<file path="src/rtl/rxd_pkg.sv">
package rxd_pkg;
  localparam logic [1:0] FMT_BIPOLAR  = 2'd0;
  localparam logic [1:0] FMT_UNIPOLAR = 2'd1;
  localparam logic [1:0] FMT_RZ       = 2'd2;

  localparam logic [1:0] CODE_AMI  = 2'd0;
  localparam logic [1:0] CODE_B8ZS = 2'd1;
  localparam logic [1:0] CODE_HDB3 = 2'd2;

  // substitution search window, sized by the longest code word
  localparam int unsigned WIN = 8;

  typedef struct packed {
    logic p;  // positive mark
    logic n;  // negative mark
    logic k;  // removed by a substitution
  } sym_t;
endpackage

</file>
<file path="src/rtl/rxd_sub_detect.sv">
module rxd_sub_detect
  import rxd_pkg::*;
(
  input  sym_t             win_i [WIN],  // index 0 is the oldest symbol
  input  logic             last_neg_i,
  input  logic [1:0]       code_i,
  output logic [WIN-1:0]   kill_o
);
  logic [WIN-1:0] mk, zr, ng;

  for (genvar j = 0; j < WIN; j++) begin : g_cls
    assign mk[j] = (win_i[j].p | win_i[j].n) & ~win_i[j].k;
    assign zr[j] = ~win_i[j].p & ~win_i[j].n;
    assign ng[j] = win_i[j].n & ~win_i[j].p;
  end

  logic use_b8, use_h3;
  logic hit_b8, hit_h0, hit_hb;

  assign use_b8 = (code_i == CODE_B8ZS);
  assign use_h3 = (code_i == CODE_HDB3);

  always_comb begin
    // 000 V B 0 V B
    hit_b8 = use_b8 & zr[0] & zr[1] & zr[2]
           & mk[3] & (ng[3] == last_neg_i)
           & mk[4] & (ng[4] != last_neg_i)
           & zr[5]
           & mk[6] & (ng[6] != last_neg_i)
           & mk[7] & (ng[7] == last_neg_i);
    // 000 V
    hit_h0 = use_h3 & zr[0] & zr[1] & zr[2]
           & mk[3] & (ng[3] == last_neg_i);
    // B 00 V
    hit_hb = use_h3 & mk[0] & (ng[0] != last_neg_i)
           & zr[1] & zr[2]
           & mk[3] & (ng[3] == ng[0]);

    kill_o = '0;
    if (hit_b8) begin
      kill_o[3] = 1'b1;
      kill_o[4] = 1'b1;
      kill_o[6] = 1'b1;
      kill_o[7] = 1'b1;
    end
    if (hit_h0) kill_o[3] = 1'b1;
    if (hit_hb) begin
      kill_o[0] = 1'b1;
      kill_o[3] = 1'b1;
    end
  end
endmodule

</file>
<file path="src/rtl/rxd_unipolar.sv">
module rxd_unipolar
  import rxd_pkg::*;
#(
  parameter int unsigned DEPTH = 8  // must be at least WIN
) (
  input  logic       clk_i,
  input  logic       rst_ni,
  input  logic       pos_i,
  input  logic       neg_i,
  input  logic [1:0] code_i,
  output logic       data_o,
  output logic       viol_o
);
  localparam int unsigned TOP = DEPTH - 1;

  sym_t             stg      [DEPTH];
  sym_t             win      [WIN];
  logic [WIN-1:0]   win_kill;
  logic [DEPTH-1:0] stg_kill;
  logic             last_neg;

  // window index j looks at stage TOP-j
  for (genvar j = 0; j < WIN; j++) begin : g_win
    assign win[j] = stg[TOP-j];
  end

  for (genvar s = 0; s < DEPTH; s++) begin : g_skill
    if (TOP - s < WIN) begin : g_in
      assign stg_kill[s] = win_kill[TOP-s];
    end else begin : g_out
      assign stg_kill[s] = 1'b0;
    end
  end

  rxd_sub_detect u_detect (
    .win_i      (win),
    .last_neg_i (last_neg),
    .code_i     (code_i),
    .kill_o     (win_kill)
  );

  logic top_raw, top_neg;
  assign top_raw = stg[TOP].p | stg[TOP].n;
  assign top_neg = stg[TOP].n & ~stg[TOP].p;

  always_ff @(posedge clk_i or negedge rst_ni) begin
    if (!rst_ni) begin
      for (int i = 0; i < DEPTH; i++) stg[i] <= '0;
      last_neg <= 1'b1;
    end else begin
      stg[0] <= '{p: pos_i, n: neg_i, k: 1'b0};
      for (int i = 1; i < DEPTH; i++) begin
        stg[i]   <= stg[i-1];
        stg[i].k <= stg[i-1].k | stg_kill[i-1];
      end
      // reference follows every mark leaving, substituted or not
      if (top_raw) last_neg <= top_neg;
    end
  end

  assign data_o = top_raw & ~stg[TOP].k & ~stg_kill[TOP];
  assign viol_o = data_o & (top_neg == last_neg);
endmodule

</file>
<file path="src/rtl/rxd_out_stage.sv">
module rxd_out_stage (
  input  logic clk_i,
  input  logic rst_ni,
  input  logic rz_i,
  input  logic edge_sel_i,
  input  logic pos_i,
  input  logic neg_i,
  output logic pos_o,
  output logic neg_o
);
  logic fall_pos, fall_neg;
  logic sel_pos, sel_neg;

  always_ff @(negedge clk_i or negedge rst_ni) begin
    if (!rst_ni) begin
      fall_pos <= 1'b0;
      fall_neg <= 1'b0;
    end else begin
      fall_pos <= pos_i;
      fall_neg <= neg_i;
    end
  end

  assign sel_pos = edge_sel_i ? pos_i : fall_pos;
  assign sel_neg = edge_sel_i ? neg_i : fall_neg;

  // RZ: pulse only in the high half of the bit
  assign pos_o = sel_pos & (~rz_i | clk_i);
  assign neg_o = sel_neg & (~rz_i | clk_i);
endmodule

</file>
<file path="src/rtl/rx_line_decoder.sv">
module rx_line_decoder
  import rxd_pkg::*;
#(
  parameter int unsigned PIPE_DEPTH = 8
) (
  input  logic       clk_i,
  input  logic       rst_ni,
  input  logic [1:0] fmt_i,
  input  logic [1:0] code_i,
  input  logic       edge_sel_i,
  input  logic       pos_i,
  input  logic       neg_i,
  output logic       pos_o,
  output logic       neg_o
);
  logic uni_data, uni_viol;
  logic core_pos, core_neg;
  logic is_uni, is_rz;

  assign is_uni = (fmt_i == FMT_UNIPOLAR);
  assign is_rz  = (fmt_i == FMT_RZ);

  rxd_unipolar #(.DEPTH(PIPE_DEPTH)) u_uni (
    .clk_i  (clk_i),
    .rst_ni (rst_ni),
    .pos_i  (pos_i),
    .neg_i  (neg_i),
    .code_i (code_i),
    .data_o (uni_data),
    .viol_o (uni_viol)
  );

  always_ff @(posedge clk_i or negedge rst_ni) begin
    if (!rst_ni) begin
      core_pos <= 1'b0;
      core_neg <= 1'b0;
    end else if (is_uni) begin
      core_pos <= uni_data;
      core_neg <= uni_viol;
    end else begin
      core_pos <= pos_i;
      core_neg <= neg_i;
    end
  end

  rxd_out_stage u_out (
    .clk_i      (clk_i),
    .rst_ni     (rst_ni),
    .rz_i       (is_rz),
    .edge_sel_i (edge_sel_i),
    .pos_i      (core_pos),
    .neg_i      (core_neg),
    .pos_o      (pos_o),
    .neg_o      (neg_o)
  );
endmodule

</file>
<file path="config.mk">
export PLATFORM = sky130hd
export DESIGN_NAME = rx_line_decoder
export DESIGN_NICKNAME = d
export VERILOG_FILES = /design/src/rtl/rxd_pkg.sv /design/src/rtl/rxd_sub_detect.sv /design/src/rtl/rxd_unipolar.sv /design/src/rtl/rxd_out_stage.sv /design/src/rtl/rx_line_decoder.sv
export SDC_FILE = /design/constraint.sdc
export NUM_CORES = 1
export LEC_CHECK = 0
export ABC_CLOCK_PERIOD_IN_PS = 2100
export BUFFER_PORTS_ARGS = -buffer_cell sky130_fd_sc_hd__buf_2
export CAP_MARGIN = 0
export CORE_ASPECT_RATIO = 0.8
export CORE_MARGIN = 2
export CORE_UTILIZATION = 50
export CTS_BUF_LIST = sky130_fd_sc_hd__clkbuf_4 sky130_fd_sc_hd__clkbuf_8
export DETAILED_ROUTE_END_ITERATION = 12
export PLACE_DENSITY = 0.72
export REMOVE_ABC_BUFFERS = 1
export SLEW_MARGIN = 40
export SYNTH_ARGS = -nofsm -noshare
export SYNTH_HDL_FRONTEND = slang
export SYNTH_SLANG_ARGS = --single-unit
</file>
<file path="constraint.sdc">
create_clock -name clk_i -period 2.1 [get_ports clk_i]
set_input_delay 0.525 -clock clk_i [delete_from_list [all_inputs] [get_ports clk_i]]
set_output_delay 0.525 -clock clk_i [all_outputs]
set_load 0.03 [all_outputs]
</file>
==> results.yml <==
flow_run:
  max_cap_violations: 0
outcome:
  violations: "negative setup slack"
  outcome: "finished with violations"
timing:
  tightest_slew_ns: 0.319
  final.setup.worst_slack_ns: -0.669
  clock_skew_ns: 0.00286
  setup_viol: 4
  hold_violations: 0
  whs_ns: 0.104
  maxSlewHeadroom_pct: 78.5
  maxSlewViolCount: 0
  rsz0062_at_grt: "yes"
  fin_tns_setup_ns: -1.32
detailed_routing:
  wl_per_cell_um: 13.7
  routed_wl_um: 1570
  num_vias: 604
  viasPerCell: 5.25
  drc: 0
  drt_iter0_drc: 17
  firstDrtPassIters: 4
  antenna_left: 0
setup_path:
  path_class: "reg2out"
  path_buf_inv: 1
  critPathLaunchType: "register"
  cp.required_ns: 1.57
  end_kind: "output pin"
  crit_family: "flip-flops"
  crit_fanout: 1
  cp.arrival_ns: 2.24
  cpMaxStageDelayCell: "dfrtn_1"
  slowest_delay_ns: 0.40
  path_cells: "mux2i_1 -> nor2_1 -> buf_4"
clock_tree:
  clock_latency_ns: 0.42
  cts_tree: "built"
  hold_buffers: 0
  clk_pin_slew_ns: 0.13
synth:
  synth_area_leaders: "dfrtp_1 64%, dfrtn_1 5.1%, nor2_1 3.1%"
  synth_edf_count: 0
  yosys_warnings: 0
  netlist.area_leader.share_pct: 63.6
  synthTopCellsByCount: "25 x dfrtp_1, 8 x nor2_1, 4 x nand2b_1"
  yosysSeqAreaShare_pct: 71.4
  ys.flop_type: "dfrtp_1"
  ys_ff_latch: 28
  synth.largest_area_cell: "dfrtp_1"
  synthArstFlopShare_pct: 100
  ys_types: 30
  syn_inst: 69
  synth_area_um2: 983
  synth.avg_cell_area_um2: 14.3
  yosysMostFrequentCell: "dfrtp_1"
power:
  power_density_mw_per_mm2: 909
  p_int_w: 0.000812
  finalPower_w: 0.00106
  p_sw_share_pct: 23.5
  switching_power_w: 0.000249
  p_leak_nw: 0.559
  seq_power_share_pct: 54.9
  combPwrFrac_pct: 4.5
  clockPowerShare_pct: 40.7
  peakVddDrop_mv: 0.550
final_layout:
  finalNonFillerCells: 115
  n_fill_cell: 147
  drive_gt1_share_pct: 30.8
  n_antenna_cell: 0
  seq_area_um2: 702
  multi_input_area_um2: 275
  nNetsFinal: 101
  areaGrowthSynthToFinish_pct: 18.7
floorplanning:
  rows: 14
  die_h_um: 43.7
  initial_core_util_pct: 52.5
  dieArea_mm2: 0.00234
  core-area_mm2: 0.00187
  io_pins: 11
  die_w_um: 53.6
grt:
  grt_overflow_total: 0
  grt_pass1_vias: 660
  grt_max_degree: 27
  track_usage_pct: 18.2
  grt_use_met3_pct: 12.4
  use_met1_pct: 22.5
  grtUsageMet2_pct: 20.7
  antenna_found_initial: 0
  busiest_layer: "met1"
  grt_pass1_wl_um: 2640
placed_design:
  gp_congestion: 0.788
  dpl.cell_count: 103
  dp_hpwl_um: 1020
  port_buffers: 10
  place_ws_ns: -0.152
hold_path:
  hold_class: "in2async"
==> layout by cell type, fill, tap and decap left out, drive strengths merged, types with 2 or more instances in the layout <==
master and count:
buf 11, clkbuf 12, dfrtn 2, dfrtp 25, inv 2, mux2i 2, nand2b 4, nor2 8
nor3 2, or2 2
==> registers in the layout, indices dropped and copies added (netlist names) <==
signal          cells
u_uni.stg          23
core_neg            1
core_pos            1
u_out.fall_neg      1
u_out.fall_pos      1
u_uni.last_neg      1
==> worst reg2reg max path: cells and delay by family (launching register included) <==
| family | cells | cell delay (ns) |
|---|---|---|
| compound gates | 2 | 0.52 |
| simple gates | 2 | 0.63 |
| flops | 1 | 0.40 |
==> path summary, 6_finish.rpt <==
check	start	end	slack [ns]	depth (start not counted)
worst max-delay path	u_out.fall_pos	pos_o	-0.67	3
worst min-delay path	rst_ni	u_uni.stg[11]	0.10	2
worst max register to register	u_uni.stg[12]	u_uni.stg[6]	0.49	4
worst min register to register	u_uni.stg[15]	u_uni.stg[12]	0.36	0
max in group asynchronous	rst_ni	u_out.fall_neg	1.17	1
min in group clk_i	pos_i	u_uni.stg[23]	0.22	1
==> cells by family (layout without fill, tap and decap cells) <==
family,after synthesis,count (layout),share of synthesized area [%]
AND/OR/NAND/NOR,27,27,16.7
multiplexers,3,3,3.18
flip-flops,28,28,71.4
buffers and inverters,3,25,1.14
XOR/XNOR,1,1,0.891
AO/OA/AOI/OAI,7,7,6.74
==> per-layer routing <==
metal / vias up / part of all wire [%]
met5: - / 0
met1: 290 / 50
li1: 290 / -
met4: 0 / 2.2
met3: 6 / 5.4
met2: 18 / 43
==> cell type report <==
| cell class | count | share of cell area, % |
|---|---|---|
| Sequential cell | 28 | 60.1 |
| Multi-Input combinational cell | 38 | 23.6 |
| Clock buffer | 14 | 9.00 |
| Timing Repair Buffer | 9 | 4.07 |
| Tap cell | 24 | 2.57 |
| Inverter | 2 | 0.643 |
==> power groups by stage <==
stage / Combinational (W) / Clock, W / Sequential, W
final: 0.0000472 / 0.000432 / 0.000582
after global routing: 0.0000554 / 0.000487 / 0.000585
after CTS: 0.0000485 / 0.000454 / 0.000582
after detailed placement: 0.0000472 / 0.0000341 / 0.000592
after global placement: 0.0000466 / 0.0000341 / 0.000591
after floorplan: 0.0000236 / 0.0000269 / 0.000587
==> stage by stage <==
step,area [µm²],utilization (%)
after floorplan,980,-
after global placement,1070,56.9
after detailed placement,1070,56.9
after CTS,1170,62.3
after global routing,1170,62.3
final,1170,62.3
==> repair_timing <==
item,in CTS,in global routing
setup buffers,0,0
resized for setup,3,0
cloned,0,0
setup endpoints to repair,4,4
pin swaps,1,0
hold endpoints to repair,0,0
(Power assumes the default switching activity.)
